<file path="src/rtl/systmr_pkg.sv">
package systmr_pkg;
  localparam int unsigned OFS_STAT = 'h00;
  localparam int unsigned OFS_CLO  = 'h04;
  localparam int unsigned OFS_CHI  = 'h08;
  localparam int unsigned OFS_CMP0 = 'h0C;
  localparam int unsigned OFS_STEP = 4;
endpackage

</file>
<file path="src/rtl/systmr_counter.sv">
module systmr_counter #(
  parameter int unsigned CW = 64
) (
  input  logic          clk,
  input  logic          rst_n,
  input  logic          tick,
  output logic [CW-1:0] cnt_q,
  output logic [CW-1:0] cnt_nxt
);
  assign cnt_nxt = cnt_q + CW'(tick);

  always_ff @(posedge clk or negedge rst_n) begin
    if (!rst_n) cnt_q <= '0;
    else        cnt_q <= cnt_nxt;
  end

  a_r2_step: assert property (@(posedge clk) disable iff (!rst_n)
    tick |=> cnt_q == $past(cnt_q) + CW'(1));
  a_r2_hold: assert property (@(posedge clk) disable iff (!rst_n)
    !tick |=> $stable(cnt_q));
endmodule

</file>
<file path="src/rtl/systmr_channel.sv">
module systmr_channel #(
  parameter int unsigned DW = 32
) (
  input  logic          clk,
  input  logic          rst_n,
  input  logic          cmp_we,
  input  logic [DW-1:0] cmp_wd,
  input  logic          clr,
  input  logic          tick,
  input  logic [DW-1:0] cnt_lo_nxt,
  output logic [DW-1:0] cmp_q,
  output logic          pend_q,
  output logic          match
);
  assign match = tick && (cnt_lo_nxt == cmp_q);

  always_ff @(posedge clk or negedge rst_n) begin
    if (!rst_n) begin
      cmp_q  <= '0;
      pend_q <= 1'b0;
    end else begin
      if (cmp_we) cmp_q <= cmp_wd;
      pend_q <= match | (pend_q & ~clr);
    end
  end

  a_r7_match_wins: assert property (@(posedge clk) disable iff (!rst_n)
    match |=> pend_q);
  a_r6_clear_drops: assert property (@(posedge clk) disable iff (!rst_n)
    (clr && !match) |=> !pend_q);
  a_r4_cmp_load: assert property (@(posedge clk) disable iff (!rst_n)
    cmp_we |=> cmp_q == $past(cmp_wd));
endmodule

</file>
<file path="src/rtl/systmr.sv">
module systmr
  import systmr_pkg::*;
#(
  parameter int unsigned DATA_W = 32,
  parameter int unsigned N_CMP  = 4,
  parameter int unsigned ADDR_W = 5
) (
  input  logic              clk,
  input  logic              rst_n,
  input  logic              tick_en,
  input  logic              req_valid,
  input  logic              req_write,
  input  logic [ADDR_W-1:0] req_addr,
  input  logic [DATA_W-1:0] req_wdata,
  output logic              rsp_valid,
  output logic [DATA_W-1:0] rsp_rdata,
  output logic              irq
);
  localparam int unsigned CNT_W = 2 * DATA_W;
  localparam logic [ADDR_W-1:0] A_STAT = ADDR_W'(OFS_STAT);
  localparam logic [ADDR_W-1:0] A_CLO  = ADDR_W'(OFS_CLO);
  localparam logic [ADDR_W-1:0] A_CHI  = ADDR_W'(OFS_CHI);

  logic [CNT_W-1:0]  cnt_q, cnt_nxt;
  logic [N_CMP-1:0]  pend, hit, cmp_sel;
  logic [DATA_W-1:0] cmp_val [N_CMP];
  logic              rd_req, wr_req, stat_sel;
  logic [DATA_W-1:0] rd_mux;

  assign rd_req   = req_valid && !req_write;
  assign wr_req   = req_valid && req_write;
  assign stat_sel = (req_addr == A_STAT);

  systmr_counter #(.CW(CNT_W)) u_cnt (
    .clk(clk), .rst_n(rst_n), .tick(tick_en),
    .cnt_q(cnt_q), .cnt_nxt(cnt_nxt)
  );

  for (genvar n = 0; n < N_CMP; n++) begin : g_ch
    assign cmp_sel[n] = (req_addr == ADDR_W'(OFS_CMP0 + n * OFS_STEP));
    systmr_channel #(.DW(DATA_W)) u_ch (
      .clk(clk), .rst_n(rst_n),
      .cmp_we(wr_req && cmp_sel[n]),
      .cmp_wd(req_wdata),
      .clr(wr_req && stat_sel && req_wdata[n]),
      .tick(tick_en),
      .cnt_lo_nxt(cnt_nxt[DATA_W-1:0]),
      .cmp_q(cmp_val[n]),
      .pend_q(pend[n]),
      .match(hit[n])
    );
  end

  always_comb begin
    rd_mux = '0;
    if (stat_sel)            rd_mux = DATA_W'(pend);
    else if (req_addr == A_CLO) rd_mux = cnt_q[DATA_W-1:0];
    else if (req_addr == A_CHI) rd_mux = cnt_q[CNT_W-1:DATA_W];
    for (int n = 0; n < N_CMP; n++)
      if (cmp_sel[n]) rd_mux = cmp_val[n];
  end

  always_ff @(posedge clk or negedge rst_n) begin
    if (!rst_n) begin
      rsp_valid <= 1'b0;
      rsp_rdata <= '0;
    end else begin
      rsp_valid <= rd_req;
      if (rd_req) rsp_rdata <= rd_mux;
    end
  end

  assign irq = |pend;

  a_r10_rsp_follows: assert property (@(posedge clk) disable iff (!rst_n)
    rd_req |=> rsp_valid);
  a_r10_no_spurious: assert property (@(posedge clk) disable iff (!rst_n)
    !rd_req |=> !rsp_valid);
  a_r6_upper_zero: assert property (@(posedge clk) disable iff (!rst_n)
    (rd_req && stat_sel) |=> (rsp_rdata[DATA_W-1:N_CMP] == '0));
  a_r8_irq_after_match: assert property (@(posedge clk) disable iff (!rst_n)
    (|hit) |=> irq);
endmodule

</file>
<file path="config.mk">
export PLATFORM = sky130hd
export DESIGN_NAME = systmr
export DESIGN_NICKNAME = d
export VERILOG_FILES = /design/src/rtl/systmr_pkg.sv /design/src/rtl/systmr_counter.sv /design/src/rtl/systmr_channel.sv /design/src/rtl/systmr.sv
export SDC_FILE = /design/constraint.sdc
export NUM_CORES = 1
export LEC_CHECK = 0
export BUFFER_PORTS_ARGS = -buffer_cell sky130_fd_sc_hd__buf_2
export CORE_MARGIN = 8
export CORE_UTILIZATION = 46
export CTS_BUF_LIST = sky130_fd_sc_hd__clkbuf_16
export DETAILED_ROUTE_END_ITERATION = 10
export PLACE_DENSITY = 0.65
export SETUP_SLACK_MARGIN = 0.5
export SLEW_MARGIN = 5
export SYNTH_ARGS = -nofsm -noshare
export SYNTH_HDL_FRONTEND = slang
export SYNTH_SLANG_ARGS = --single-unit
</file>
<file path="constraint.sdc">
create_clock -name clk -period 8.68 [get_ports clk]
set_input_delay 0.868 -clock clk [delete_from_list [all_inputs] [get_ports clk]]
set_output_delay 0.868 -clock clk [all_outputs]
set_load 0.005 [all_outputs]
</file>
==> results of run 1 <==
==> registers in the layout, summed over array words and instances (netlist names) <==
name              flops
g_ch.u_ch.cmp_q     128
u_cnt.cnt_q          64
rsp_rdata            32
g_ch.u_ch.pend_q      4
rsp_valid             1
==> through the flow <==
step	hold slack, ns	util, %	setup WS (ns)
after CTS	0.3557	52.44	4.520
after global placement	0.4553	49.09	4.148
after detailed placement	0.4646	49.11	4.247
after floorplan	0.4426	-	5.315
after global routing	0.3755	52.44	4.284
final	0.2954	52.44	4.354
==> final cells by class <==
type	instances	area, um2	share of cell area [%]
clock buffers	27	675.6	4.638
clock inverters	23	249.0	1.709
inverters	49	183.9	1.263
multi-input cells	902	6765	46.44
flip-flops and latches	229	5731	39.34
well taps	378	473.0	3.247
repair buffers	89	490.5	3.367
==> final timing paths <==
path	from	to	slack [ns]	depth (start not counted)
max	u_cnt.cnt_q[12]$_DFF_PN0_	g_ch[3].u_ch.pend_q$_DFF_PN0_	4.35	8
min	rst_n	g_ch[1].u_ch.cmp_q[9]$_DFFE_PN0P_	0.30	1
max reg2reg	u_cnt.cnt_q[12]$_DFF_PN0_	g_ch[3].u_ch.pend_q$_DFF_PN0_	4.35	8
min reg2reg	rsp_rdata[19]$_DFFE_PN0P_	rsp_rdata[19]$_DFFE_PN0P_	0.47	2
max in group asynchronous	rst_n	u_cnt.cnt_q[47]$_DFF_PN0_	6.84	2
min in group clk	rsp_rdata[19]$_DFFE_PN0P_	rsp_rdata[19]$_DFFE_PN0P_	0.47	2
==> power breakdown <==
| part | internal, W | switching (W) | total, W |
|---|---|---|---|
| sequential | 0.00117 | 0.000162 | 0.00133 |
| clock | 0.000715 | 0.000463 | 0.00118 |
| combinational | 0.000229 | 0.000322 | 0.000551 |
==> kinds of logic (layout without fill, tap and decap cells) <==
kind of cell | after synthesis | in the layout
flip-flops | 229 | 229
multiplexers | 126 | 126
adder cells (fa/ha/maj) | 2 | 2
buffers and inverters | 126 | 188
XOR/XNOR | 167 | 167
AND/OR/NAND/NOR | 344 | 344
AO/OA/AOI/OAI | 263 | 263
==> placed cells by master (no fill, tap or decap), types with 5 or more instances in the layout <==
master / netlist / final
nor2_1: 45 / 44
a21oi_1: 25 / 25
clkbuf_16: 0 / 27
or3_1: 5 / 5
a211oi_1: 10 / 10
or4_1: 9 / 9
inv_1: 49 / 54
nand3_1: 38 / 38
a21o_1: 5 / 5
nor3b_1: 10 / 8
nor4_1: 20 / 19
o22ai_1: 6 / 6
mux2_2: 120 / 120
o31ai_1: 7 / 7
a31oi_1: 13 / 13
o2111ai_1: 7 / 7
xor2_1: 58 / 58
a222oi_1: 6 / 6
buf_2: 13 / 74
a221oi_1: 29 / 29
mux2i_1: 6 / 6
a22oi_1: 11 / 11
buf_4: 4 / 14
nand2_1: 99 / 99
a221o_1: 27 / 27
bufinv_16: 0 / 5
dfrtp_1: 229 / 229
nand4_1: 32 / 32
o21ai_0: 64 / 64
xnor2_1: 109 / 109
nor3_1: 30 / 28
and3_1: 12 / 12
o211ai_1: 6 / 6
nand2b_1: 6 / 5
o221ai_1: 5 / 5
a22o_1: 25 / 25
==> per-layer routing <==
layer	global-route usage (%)	wire length, um
met1	40.88	20910
met2	40.55	20170
met3	5.356	4378
met4	10.42	1930
met5	0	43
==> reports/metrics.cfg, run 1 <==
[pwr]
power_density_nw_per_um2 = 210.3
finalPower_w = 0.003063
leakage_nw = 6.460
ir_worst_vdd_uv = 166.2

[placed_design]
placed_area_um2 = 13640
place_inst = 1647
portBuffers = 75
hpwl_mm = 35.56
gp_congestion = 1.004

[logic_synthesis]
syn_area_um2 = 12940
synthAdderAreaFrac_pct = 0.1934
synth_edf_count = 0
synth_flop_cell = dfrtp_1
synth_nets = 1301
synth_top_family_by_area = compound AO/OA/AOI/OAI gates
synth-compound-area-share_pct = 14.78
yosysMostFrequentCell = dfrtp_1
async_reset_ff_share_pct = 100.0
synth_xor_area_share_pct = 11.30
synth_simple_gate_area_share_pct = 14.63
syn_inst = 1257
synthDistinctLibCells = 62
ys_seq_elements = 229
yosys-top-cells-area = dfrtp_1, mux2_2, xnor2_1, xor2_1, nand2_1
syn_avg_cell_area_um2 = 10.29
yosysSeqAreaShare_pct = 44.29
yosysTopAreaCell = dfrtp_1
synth.area.mux_share_pct = 10.91
yosysTopAreaCellShare_pct = 44.29
yosys-top-cells-count = dfrtp_1, mux2_2, xnor2_1
yosys_warnings = 0

[floorplan]
chipHeight_um = 183.7
core_um2 = 27780
initial_utilization_pct = 46.58
die_w_um = 183.7
ios = 76
num_rows = 61
floorplan.die_area_um2 = 33750

[critical_path]
critical-path-max-stage-delay_ns = 0.77
start_kind = flop
cpLargestDelayFamily = simple AND/OR/NAND/NOR gates
cp.required_ns = 9.14
worstPathArrival_ns = 4.79
end_kind = flop
crit_chain = nand4_1 > nor4_1 > nand4_1 > xnor2_1 > xnor2_1 > nand2_1 > or4_1 > o31ai_1
criticalPathCategory = reg2reg
cp_max_fo = 13
slowest_stage = nand4_1
worst-path-buf-inv = 0

[timing]
fmax_mhz = 231.2
setup_viol = 0
max_slew_margin_pct = 26.89
skew_ns = 0.01436
finalCriticalPeriod_ns = 4.326
period_share_pct = 49.84
worst_pin_slew_ns = 1.097
slew_viol_final = 0
finalHoldViolations = 0
fin_tns_setup_ns = 0
rsz0062_at_grt = false

[cells_and_area]
n_antenna_cell = 0
fin_nets = 1342
fin_area_um2 = 14570
fillCellCount = 2576
area_growth_pct = 12.58
layout-drive-gt1-share_pct = 21.23
final_cells = 1697

[hold_path]
min_path_type = in2async

[route]
via_per_inst = 6.447
ant_nets = 0
drcViolationCount = 0
vias = 10941
routedWlPerCell_um = 27.95
drt_first_pass_iters = 5
drt_iter0_markers = 1510
drt_wl_total_mm = 47.44

[clock_network]
cts_buffers = 27
post_cts_resize_count = 0
cts.sinks = 229
clk_latency_ns = 0.55
clk_pin_slew_ns = 0.06
cts_root_buffer = clkbuf_16
postCtsSetupRepairBufs = 0
clockBufferDepth = 3
cts_hold_buf = 0
cts_tree = built
cts_htree_levels = 1

[grt]
grt_pass1_vias = 10600
grt_max_degree = 92
antenna_found_initial = 3
grt_pass1_wl_mm = 70.95
grt_usage_pct = 28.01
grt_overflow_total = 0

[outcome]
outcome = complete, no violations

[run]
cap_violations = 0

(Power assumes the default switching activity.)
==> run 2, diff against run 1 <==
--- a/config.mk
+++ b/config.mk
@@ -5,12 +5,13 @@
 export SDC_FILE = /design/constraint.sdc
 export NUM_CORES = 1
 export LEC_CHECK = 0
+export ABC_AREA = 1
 export BUFFER_PORTS_ARGS = -buffer_cell sky130_fd_sc_hd__buf_2
 export CORE_MARGIN = 8
 export CORE_UTILIZATION = 46
 export CTS_BUF_LIST = sky130_fd_sc_hd__clkbuf_16
 export DETAILED_ROUTE_END_ITERATION = 10
-export PLACE_DENSITY = 0.65
+export PLACE_DENSITY = 0.67
 export SETUP_SLACK_MARGIN = 0.5
 export SLEW_MARGIN = 5
 export SYNTH_ARGS = -nofsm -noshare
==> constraint.sdc (replaced) <==
create_clock -name clk -period 3.5 [get_ports clk]
set_input_delay 0.35 -clock clk [delete_from_list [all_inputs] [get_ports clk]]
set_output_delay 0.35 -clock clk [all_outputs]
set_load 0.005 [all_outputs]
==> run 2 against run 1 <==
Combinational power grew 130%. Setup slack got worse by 3.5 ns. Sequential power increased by 140%. Area after synthesis increased by 0.50%. Critical path depth is 5 higher. First-iteration DRC count is 2.6% higher. Die area increased by 0.46%. Design area rose by 1.7%. Cell count up 34%. Sequential share of layout area decreased by 0.65 points. Synthesized cell count grew 44%. Critical path type unchanged. Largest power group unchanged.
==> reports/metrics.cfg, run 2 <==
[outcome]
outcome = complete, no violations

[logic_synthesis]
syn_avg_cell_area_um2 = 7.209
yosysMostFrequentCell = nand2_1
yosysTopAreaCell = dfrtp_1
async_reset_ff_share_pct = 100.0
yosysTopAreaCellShare_pct = 44.06
yosys-top-cells-count = nand2_1, o21ai_0, dfrtp_1
synthDistinctLibCells = 39
yosys_warnings = 0
synth_flop_cell = dfrtp_1
yosys-top-cells-area = dfrtp_1, nand2_1, o21ai_0, inv_1, nand3_1
synth_edf_count = 0
syn_area_um2 = 13000
syn_inst = 1804
ys_seq_elements = 229
yosysSeqAreaShare_pct = 44.06
synth_nets = 1848

[clock_network]
cts_buffers = 27
clockBufferDepth = 3
cts_tree = built
cts_htree_levels = 1
cts.sinks = 229
clk_pin_slew_ns = 0.07
clk_latency_ns = 0.56
cts_root_buffer = clkbuf_16

[timing]
period_share_pct = 75.65
setup_viol = 0
worst_slack_ns = 0.8522
skew_ns = 0.01185
max_slew_margin_pct = 44.65
fin_tns_setup_ns = 0
worst_pin_slew_ns = 0.8303
slew_viol_final = 0
finalCriticalPeriod_ns = 2.648
rsz0062_at_grt = false
fmax_mhz = 377.7
holdWs_ns = 0.1016
finalHoldViolations = 0

[pwr]
finalPower_w = 0.007379
leakage_nw = 7.289
seq_power_share_pct = 43.2
p_clk_share_pct = 40.0
ir_worst_vdd_uv = 460.6
power_frac_comb_pct = 16.9
power_density_nw_per_um2 = 498.2
p_switching_w = 0.002295
p_int_w = 0.005084
switching_share_pct = 31.10

[grt]
grt_pass1_wl_mm = 71.21
grt_pass1_vias = 12200
antenna_found_initial = 1
grt_max_degree = 101
grt_usage_pct = 26.99
grt_overflow_total = 0

[placed_design]
hpwl_mm = 33.97
place_ws_ns = 0.8218
gp_congestion = 1.072
portBuffers = 75

[route]
drt_wl_total_mm = 45.42
routedWlPerCell_um = 19.94
ant_nets = 0
vias = 12657
drt_first_pass_iters = 8
via_per_inst = 5.556
drt_iter0_markers = 1550
drcViolationCount = 0

[critical_path]
start_kind = flop
cp_max_fo = 6
criticalPathCategory = reg2reg
cp.required_ns = 3.99
worst-r2r-cell-count = 13
r2r_setup_slack_ns = 0.85
end_kind = flop
worstPathArrival_ns = 3.14

[floorplan]
die_w_um = 184.1
ios = 76
initial_utilization_pct = 46.81
floorplan.die_area_um2 = 33910
core_um2 = 27780
num_rows = 61
chipHeight_um = 184.1

[cells_and_area]
layout-drive-gt1-share_pct = 9.737
top_register = g_ch.u_ch.cmp_q
layout_common_cells = nand2_1, inv_1, o21ai_0
largest_registers = g_ch.u_ch.cmp_q (128), u_cnt.cnt_q (64), rsp_rdata (32)
final_core_util_pct = 53.31
largest_reg_flops = 128
mostFrequentLayoutCell = nand2_1
n_antenna_cell = 0
fin_nets = 1924
area_growth_pct = 13.89

[hold_path]
hold_depth = 3
min_path_type = in2reg

[run]
cap_violations = 0

[run 2: critical path, cell delays in order (launching register included)]
cell and delay, ns:
dfrtp_1 0.42, ha_1 0.28, nand2_1 0.10, nor2_2 0.17, nand2_2 0.17, o21ai_0 0.36
nand2_1 0.22, xor2_1 0.21, nand2_1 0.07, nor2_1 0.09, nand2_1 0.09, nor2_1 0.20
nand3_1 0.11, nand2_1 0.08
[run 2: final timing paths]
check | from | endpoint
setup / recovery | u_cnt.cnt_q[0]$_DFF_PN0_ | g_ch[3].u_ch.pend_q$_DFF_PN0_
hold / removal | req_wdata[17] | g_ch[0].u_ch.cmp_q[17]$_DFFE_PN0P_
setup reg to reg | u_cnt.cnt_q[0]$_DFF_PN0_ | g_ch[3].u_ch.pend_q$_DFF_PN0_
hold reg to reg | u_cnt.cnt_q[41]$_DFF_PN0_ | u_cnt.cnt_q[41]$_DFF_PN0_
max in group asynchronous | rst_n | u_cnt.cnt_q[61]$_DFF_PN0_
min in group asynchronous | rst_n | g_ch[0].u_ch.cmp_q[6]$_DFFE_PN0P_
[run 2: metal layers]
layer,wire length (um),track usage [%],part of all wire [%]
met1,20360,39.32,45
met2,19130,39.53,42
met3,3985,4.568,8.8
met4,1934,10.20,4.3
met5,13,0,0.029
[run 2: repair_timing]
item                      4_1_cts  5_1_grt
buffers inserted                0        0
resized for setup               0        0
hold buffers                    1        0
hold endpoints to repair       96        0
[run 2: power groups by stage]
stage	clock (W)	sequential [W]	combinational (W)
global placement	0	0.00321	0.00119
detailed placement	0	0.00321	0.00122
finish	0.00295	0.00319	0.00124
floorplan	0	0.00311	0.000838
CTS	0.00298	0.00317	0.00122
global route	0.00308	0.00321	0.00139
[run 2: cell type report]
type / count / area [um2]
Sequential cell: 229 / 5731
Timing Repair Buffer: 97 / 603.1
Tap cell: 378 / 473.0
Inverter: 239 / 897.1
Clock buffer: 27 / 675.6
Multi-Input combinational cell: 1286 / 6197
Clock inverter: 22 / 235.2
Fill cell: 2773 / 12970
[run 2: metrics by stage]
step | instance area (um2) | cells
floorplan | 13010 | 1804
global placement | 13890 | 2228
detailed placement | 13890 | 2228
CTS | 14810 | 2278
global route | 14810 | 2278
finish | 14810 | 2278
[run 2: logic make-up (layout without fill, tap and decap cells)]
kind of cell | count (synthesis) | in the layout | share of synthesized area (%)
buffers and inverters | 289 | 385 | 8.380
XOR/XNOR | 69 | 69 | 4.705
flip-flops | 229 | 229 | 44.06
adder cells (fa/ha/maj) | 2 | 2 | 0.1924
AND/OR/NAND/NOR | 918 | 918 | 30.29
AO/OA/AOI/OAI | 297 | 297 | 12.37
